## config.mk

```make
export PLATFORM = sky130hd
export DESIGN_NAME = uart_store_echo
export DESIGN_NICKNAME = d
export VERILOG_FILES = /design/src/rtl/uart_echo_pkg.sv /design/src/rtl/echo_tick.sv /design/src/rtl/echo_rx.sv /design/src/rtl/echo_tx.sv /design/src/rtl/echo_store.sv /design/src/rtl/uart_store_echo.sv
export SDC_FILE = /design/constraint.sdc
export NUM_CORES = 1
export LEC_CHECK = 0
export ABC_AREA = 1
export BUFFER_PORTS_ARGS = -buffer_cell sky130_fd_sc_hd__buf_2
export CAP_MARGIN = 20
export CORE_MARGIN = 10
export CORE_UTILIZATION = 45
export CTS_CLUSTER_SIZE = 20
export DETAILED_ROUTE_END_ITERATION = 8
export PLACE_DENSITY_LB_ADDON = 0.2
export SYNTH_ARGS = -nofsm -noshare
export SYNTH_HDL_FRONTEND = slang
export SYNTH_SLANG_ARGS = --single-unit
```

## constraint.sdc

```tcl
create_clock -name clk -period 2.6 [get_ports clk]
set_input_delay 0.39 -clock clk [delete_from_list [all_inputs] [get_ports clk]]
set_output_delay 0.39 -clock clk [all_outputs]
set_load 0.005 [all_outputs]
```

## src/rtl/uart_echo_pkg.sv

```systemverilog
package uart_echo_pkg;

    typedef enum logic [2:0] {
        RX_IDLE, RX_START, RX_DATA, RX_STOP, RX_WAIT_HIGH
    } rx_state_t;

    typedef enum logic [1:0] {
        TX_IDLE, TX_START, TX_DATA, TX_STOP
    } tx_state_t;

    typedef enum logic {
        PH_CAPTURE, PH_REPLAY
    } phase_t;

    typedef struct packed {
        logic       valid;
        logic [7:0] data;
    } rx_byte_t;

    localparam int unsigned FRAME_BITS = 10;

    function automatic int unsigned tick_divider(int unsigned clk_hz, int unsigned baud,
                                                 int unsigned ovs);
        int unsigned d;
        d = clk_hz / (baud * ovs);
        return (d == 0) ? 1 : d;
    endfunction

endpackage

```

## src/rtl/echo_tick.sv

```systemverilog
module echo_tick #(
    parameter int unsigned DIV = 325
) (
    input  logic clk,
    input  logic rst,
    output logic tick
);
    localparam int unsigned W = (DIV > 1) ? $clog2(DIV) : 1;

    logic [W-1:0] cnt;

    assign tick = (cnt == W'(DIV - 1));

    always_ff @(posedge clk) begin
        if (rst || tick) cnt <= '0;
        else             cnt <= cnt + 1'b1;
    end
endmodule

```

## src/rtl/echo_rx.sv

```systemverilog
module echo_rx
    import uart_echo_pkg::*;
#(
    parameter int unsigned OVS = 16
) (
    input  logic     clk,
    input  logic     rst,
    input  logic     tick,
    input  logic     rx_in,
    output rx_byte_t rx_out,
    output logic     rx_idle
);
    localparam int unsigned CW = $clog2(OVS);

    rx_state_t   st;
    logic [1:0]  sync;
    logic        rx_s;
    logic [CW-1:0] cnt;
    logic [2:0]  bidx;
    logic [7:0]  shreg;

    assign rx_s    = sync[1];
    assign rx_idle = (st == RX_IDLE) && rx_s;

    always_ff @(posedge clk) begin
        if (rst) begin
            sync   <= 2'b11;
            st     <= RX_IDLE;
            cnt    <= '0;
            bidx   <= '0;
            shreg  <= '0;
            rx_out <= '0;
        end else begin
            sync         <= {sync[0], rx_in};
            rx_out.valid <= 1'b0;
            case (st)
                RX_IDLE: begin
                    if (!rx_s) begin
                        st  <= RX_START;
                        cnt <= '0;
                    end
                end
                RX_START: begin
                    if (tick) begin
                        if (cnt == CW'(OVS / 2 - 1)) begin
                            cnt <= '0;
                            if (!rx_s) begin
                                st   <= RX_DATA;
                                bidx <= '0;
                            end else begin
                                st <= RX_IDLE;
                            end
                        end else begin
                            cnt <= cnt + 1'b1;
                        end
                    end
                end
                RX_DATA: begin
                    if (tick) begin
                        if (cnt == CW'(OVS - 1)) begin
                            cnt   <= '0;
                            shreg <= {rx_s, shreg[7:1]};
                            if (bidx == 3'd7) st <= RX_STOP;
                            else              bidx <= bidx + 1'b1;
                        end else begin
                            cnt <= cnt + 1'b1;
                        end
                    end
                end
                RX_STOP: begin
                    if (tick) begin
                        if (cnt == CW'(OVS - 1)) begin
                            cnt <= '0;
                            if (rx_s) begin
                                rx_out.valid <= 1'b1;
                                rx_out.data  <= shreg;
                                st           <= RX_IDLE;
                            end else begin
                                st <= RX_WAIT_HIGH;
                            end
                        end else begin
                            cnt <= cnt + 1'b1;
                        end
                    end
                end
                RX_WAIT_HIGH: if (rx_s) st <= RX_IDLE;
                default:      st <= RX_IDLE;
            endcase
        end
    end
endmodule

```

## src/rtl/echo_tx.sv

```systemverilog
module echo_tx
    import uart_echo_pkg::*;
#(
    parameter int unsigned OVS = 16
) (
    input  logic       clk,
    input  logic       rst,
    input  logic       tick,
    input  logic       go,
    input  logic [7:0] data,
    output logic       tx_out,
    output logic       busy
);
    localparam int unsigned CW = $clog2(OVS);

    tx_state_t     st;
    logic [CW-1:0] cnt;
    logic [2:0]    bidx;
    logic [7:0]    shreg;
    logic          bit_end;

    assign busy    = (st != TX_IDLE);
    assign bit_end = tick && (cnt == CW'(OVS - 1));

    always_comb begin
        case (st)
            TX_START: tx_out = 1'b0;
            TX_DATA:  tx_out = shreg[0];
            default:  tx_out = 1'b1;
        endcase
    end

    always_ff @(posedge clk) begin
        if (rst) begin
            st    <= TX_IDLE;
            cnt   <= '0;
            bidx  <= '0;
            shreg <= '0;
        end else begin
            if (st != TX_IDLE && tick) cnt <= bit_end ? '0 : cnt + 1'b1;
            case (st)
                TX_IDLE: begin
                    if (go) begin
                        shreg <= data;
                        cnt   <= '0;
                        st    <= TX_START;
                    end
                end
                TX_START: begin
                    if (bit_end) begin
                        st   <= TX_DATA;
                        bidx <= '0;
                    end
                end
                TX_DATA: begin
                    if (bit_end) begin
                        shreg <= {1'b1, shreg[7:1]};
                        if (bidx == 3'd7) st <= TX_STOP;
                        else              bidx <= bidx + 1'b1;
                    end
                end
                TX_STOP:  if (bit_end) st <= TX_IDLE;
                default:  st <= TX_IDLE;
            endcase
        end
    end
endmodule

```

## src/rtl/echo_store.sv

```systemverilog
module echo_store
    import uart_echo_pkg::*;
#(
    parameter int unsigned DEPTH      = 16,
    parameter int unsigned IDLE_TICKS = 1600,
    localparam int unsigned CW        = $clog2(DEPTH + 1)
) (
    input  logic          clk,
    input  logic          rst,
    input  logic          tick,
    input  rx_byte_t      rx_byte,
    input  logic          rx_idle,
    input  logic          tx_busy,
    output logic          tx_go,
    output logic [7:0]    tx_data,
    output phase_t        phase,
    output logic [CW-1:0] wr_cnt,
    output logic [CW-1:0] rd_cnt
);
    localparam int unsigned AW = (DEPTH > 1) ? $clog2(DEPTH) : 1;
    localparam int unsigned IW = $clog2(IDLE_TICKS + 1);
    localparam logic [CW-1:0] FULL  = CW'(DEPTH);
    localparam logic [IW-1:0] LIMIT = IW'(IDLE_TICKS);

    logic [7:0]    mem [DEPTH];
    logic [IW-1:0] idle_cnt;
    logic          wr_en;
    logic          start_replay;

    assign wr_en        = (phase == PH_CAPTURE) && rx_byte.valid && (wr_cnt < FULL);
    assign start_replay = (wr_cnt == FULL) || ((idle_cnt == LIMIT) && (wr_cnt != '0));
    assign tx_go        = (phase == PH_REPLAY) && !tx_busy && (rd_cnt < wr_cnt);
    assign tx_data      = mem[rd_cnt[AW-1:0]];

    always_ff @(posedge clk) begin
        if (wr_en) mem[wr_cnt[AW-1:0]] <= rx_byte.data;
    end

    always_ff @(posedge clk) begin
        if (rst) begin
            phase    <= PH_CAPTURE;
            wr_cnt   <= '0;
            rd_cnt   <= '0;
            idle_cnt <= '0;
        end else begin
            case (phase)
                PH_CAPTURE: begin
                    if (wr_en) begin
                        wr_cnt   <= wr_cnt + 1'b1;
                        idle_cnt <= '0;
                    end else if (!rx_idle) begin
                        idle_cnt <= '0;
                    end else if (tick && idle_cnt != LIMIT) begin
                        idle_cnt <= idle_cnt + 1'b1;
                    end
                    if (start_replay) begin
                        phase    <= PH_REPLAY;
                        rd_cnt   <= '0;
                        idle_cnt <= '0;
                    end
                end
                default: begin
                    if (tx_go) begin
                        rd_cnt <= rd_cnt + 1'b1;
                    end else if (!tx_busy && rd_cnt == wr_cnt) begin
                        phase  <= PH_CAPTURE;
                        wr_cnt <= '0;
                        rd_cnt <= '0;
                    end
                end
            endcase
        end
    end
endmodule

```

## src/rtl/uart_store_echo.sv

```systemverilog
module uart_store_echo
    import uart_echo_pkg::*;
#(
    parameter int unsigned CLK_HZ     = 50_000_000,
    parameter int unsigned BAUD       = 9600,
    parameter int unsigned OVERSAMPLE = 16,
    parameter int unsigned DEPTH      = 16,
    parameter int unsigned IDLE_BYTES = 10
) (
    input  logic clk,
    input  logic sw_rst,
    input  logic rx_in,
    output logic tx_out
);
    localparam int unsigned DIV        = tick_divider(CLK_HZ, BAUD, OVERSAMPLE);
    localparam int unsigned IDLE_TICKS = IDLE_BYTES * FRAME_BITS * OVERSAMPLE;
    localparam int unsigned CW         = $clog2(DEPTH + 1);

    logic          tick;
    rx_byte_t      rx_byte;
    logic          rx_idle;
    logic          tx_go;
    logic          tx_busy;
    logic [7:0]    tx_data;
    phase_t        phase;
    logic [CW-1:0] wr_cnt;
    logic [CW-1:0] rd_cnt;

    echo_tick #(.DIV(DIV)) u_tick (
        .clk (clk),
        .rst (sw_rst),
        .tick(tick)
    );

    echo_rx #(.OVS(OVERSAMPLE)) u_rx (
        .clk    (clk),
        .rst    (sw_rst),
        .tick   (tick),
        .rx_in  (rx_in),
        .rx_out (rx_byte),
        .rx_idle(rx_idle)
    );

    echo_store #(.DEPTH(DEPTH), .IDLE_TICKS(IDLE_TICKS)) u_store (
        .clk    (clk),
        .rst    (sw_rst),
        .tick   (tick),
        .rx_byte(rx_byte),
        .rx_idle(rx_idle),
        .tx_busy(tx_busy),
        .tx_go  (tx_go),
        .tx_data(tx_data),
        .phase  (phase),
        .wr_cnt (wr_cnt),
        .rd_cnt (rd_cnt)
    );

    echo_tx #(.OVS(OVERSAMPLE)) u_tx (
        .clk   (clk),
        .rst   (sw_rst),
        .tick  (tick),
        .go    (tx_go),
        .data  (tx_data),
        .tx_out(tx_out),
        .busy  (tx_busy)
    );
endmodule

```

==> impl_metrics.json <==
{
  "status": "finished clean",
  "yosysTopAreaCell": "edfxtp_1",
  "cts.path.max_buffers": 3,
  "start_util_pct": 45.6,
  "portBuffers": 3,
  "placed_area_um2": 9900,
  "cts_setup_buffers": 0,
  "relSlewSlack_pct": 44.0,
  "clk_latency_ns": 0.51,
  "ctsHtreeMaxLevel": 1,
  "synth_top_area_share_pct": 40.3,
  "drv_cap": 0,
  "area_growth_syn_to_layout_pct": 11.5,
  "drc": 0,
  "grt-ovfl-total": 0,
  "die-area_um2": 27400,
  "n_fill_cell": 1969,
  "synth_seq_cells": 209,
  "async_flop_share_pct": 0,
  "period_share_pct": 84.2,
  "cp_max_fo": 8,
  "final_hold_viol_count": 0,
  "cts-resized-gates": 0,
  "synth_most_common_cell": "nand2_1",
  "rows": 53,
  "synth_area_leaders": "edfxtp_1, dfxtp_1, nand2_1",
  "synth_edf_count": 128,
  "viasPerCell": 5.07,
  "synthAdderAreaFrac_pct": 3.28,
  "powerDensity_nw_per_um2": 757,
  "synth_simple_gate_area_share_pct": 25.7,
  "p_leak_nw": 4.24,
  "routedWlPerCell_um": 15.3,
  "netlist_area_um2": 9550,
  "yosysSeqAreaShare_pct": 57.2,
  "multi_input_area_um2": 3500,
  "synthMuxAreaShare_pct": 0,
  "synth_top_family_by_area": "simple AND/OR/NAND/NOR gates",
  "clock_skew_ns": 0.0170,
  "root_buffer": "clkbuf_16",
  "vias": 6945,
  "cts_sinks": 209,
  "synthFlopType": "edfxtp_1",
  "max_freq_ghz": 0.457,
  "worstSetupStartpointType": "flip-flop",
  "drv_slew": 0,
  "gp_congestion": 0.836,
  "die_x_um": 166,
  "avgSynthCellArea_um2": 8.96,
  "synth_nets": 1093,
  "setup_ws_ns": 0.411,
  "firstDrtPassIters": 5,
  "final_nets": 1106,
  "synth_compound_area_share_pct": 7.17,
  "ioPinCount": 4,
  "final-setup-viol-count": 0,
  "ant_nets": 0,
  "hold_path_class": "input port to flip-flop",
  "syn_inst": 1065,
  "antenna_found_initial": 0,
  "core-area_um2": 21000,
  "period_needed_ns": 2.19,
  "grt_pass1_vias": 6548,
  "synth_cell_types": 42,
  "track_usage_pct": 14.8,
  "cp.arrival_ns": 2.62,
  "tightest_slew_ns": 0.839,
  "cts_tree": "yes",
  "rsz0062_at_grt": "false",
  "seqCellArea_um2": 5470,
  "diodes": 0,
  "post_route_cells_drive_above_1_share_pct": 9.22,
  "yosysWarnings": 0,
  "grt_max_degree": 83,
  "cts_hold_buf": 0,
  "tns_ns": 0,
  "drt-initial-drc-count": 611,
  "end_kind": "flip-flop",
  "grt_pass1_wl_mm": 34.1,
  "die_h_um": 166,
  "peakVddDrop_uv": 569,
  "dp_hpwl_mm": 13.4,
  "cp.required_ns": 3.04,
  "synth_xor_area_share_pct": 0.550,
  "place_worst_setup_slack_ns": 0.415,
  "cts_buffers": 24,
  "final_cell_area_um2": 10600,
  "path_class": "flip-flop to flip-flop",
  "synth_commonest_cells": "nand2_1, nor2_1, edfxtp_1",
  "path_clk_slew_ns": 0.06,
  "wl_mm": 21.0
}
## path summary, 6_finish.rpt
kind,start,end,slack [ns],depth (start not counted)
worst max-delay path,u_store.wr_cnt[2],u_store.rd_cnt[1],0.41,10
worst min-delay path,rx_in,u_rx.sync[0],0.07,2
worst max register to register,u_store.wr_cnt[2],u_store.rd_cnt[1],0.41,10
worst min register to register,u_rx.sync[0],u_rx.sync[1],0.44,1
## cell type report
type,instances,share of cell area (%)
Clock buffer,35,6.57
Clock inverter,9,0.458
Inverter,106,3.74
Multi-Input combinational cell,714,32.9
Sequential cell,209,51.3
Tap cell,275,3.23
Timing Repair Buffer,23,1.79
## where the power goes
| group | total (mW) | internal, mW | switching [mW] |
|---|---|---|---|
| Clock | 3.17 | 1.87 | 1.30 |
| Sequential | 3.72 | 3.59 | 0.131 |
| Combinational | 1.17 | 0.406 | 0.764 |
## metal layers
layer	share of wire [%]	track usage [%]	up-vias
met5	0	0	-
met1	46	20.0	3222
met2	47	24.4	150
met4	1.7	3.74	0
met3	5.4	2.13	25
li1	-	-	3548
## metrics by stage
stage                     utilization, %  instances  power (mW)  hold WS, ns
after CTS                           50.8       1371        8.12       0.0518
final                               50.8       1371        8.06       0.0657
after global routing                50.8       1371        8.45       0.0575
after global placement              47.2       1327        4.95        0.451
after floorplan                        -       1065        4.72        0.389
after detailed placement            47.2       1327        4.95        0.440
## logic make-up (layout without fill, tap and decap cells)
family                     after synthesis  after routing
AOI/OAI and AO/OA                      127            127
xor gates and xnor gates                 6              6
and+or+nand+nor                        556            556
buffers and inverters                  142            173
DFF                                    209            209
adders and majority gates               25             25
## state kept, by name (all words and copies together) (netlist names), 5 cells and up, named ones only
register          flops
u_rx.rx_out           9
u_tx.shreg            8
u_store.rd_cnt        5
u_rx.shreg            8
u_tick.cnt            9
u_store.mem         128
u_store.wr_cnt        5
u_store.idle_cnt     11
## cells in the final DEF (no fill, tap or decap), types with 3 or more instances in the layout
cell / n
clkbuf_1: 4
buf_4: 18
edfxtp_1: 128
nand3b_1: 3
or2_2: 5
a21oi_2: 4
dfxtp_1: 80
nor3b_1: 4
nor3_1: 7
o21ai_0: 62
a21oi_1: 47
buf_2: 3
o211ai_1: 4
nand2_4: 3
nand3_2: 3
nor2_1: 131
clkbuf_16: 26
inv_2: 7
clkinv_2: 5
clkbuf_2: 4
inv_1: 99
ha_1: 25
o21bai_1: 3
xor2_1: 5
nand2_2: 3
nand2_1: 275
nand4_1: 13
nor2_2: 4
nand3_1: 96
## worst max-delay path: stages (launching register included)
cell and delay [ns]:
dfxtp_1 0.41, inv_2 0.11, ha_1 0.30, nand2_1 0.05, nor2_1 0.13, nand2_1 0.08, nand3_2 0.15, inv_1 0.11
o21ai_0 0.49, nand2_1 0.10, a21oi_1 0.17
Power figures use the tool's default switching activity.
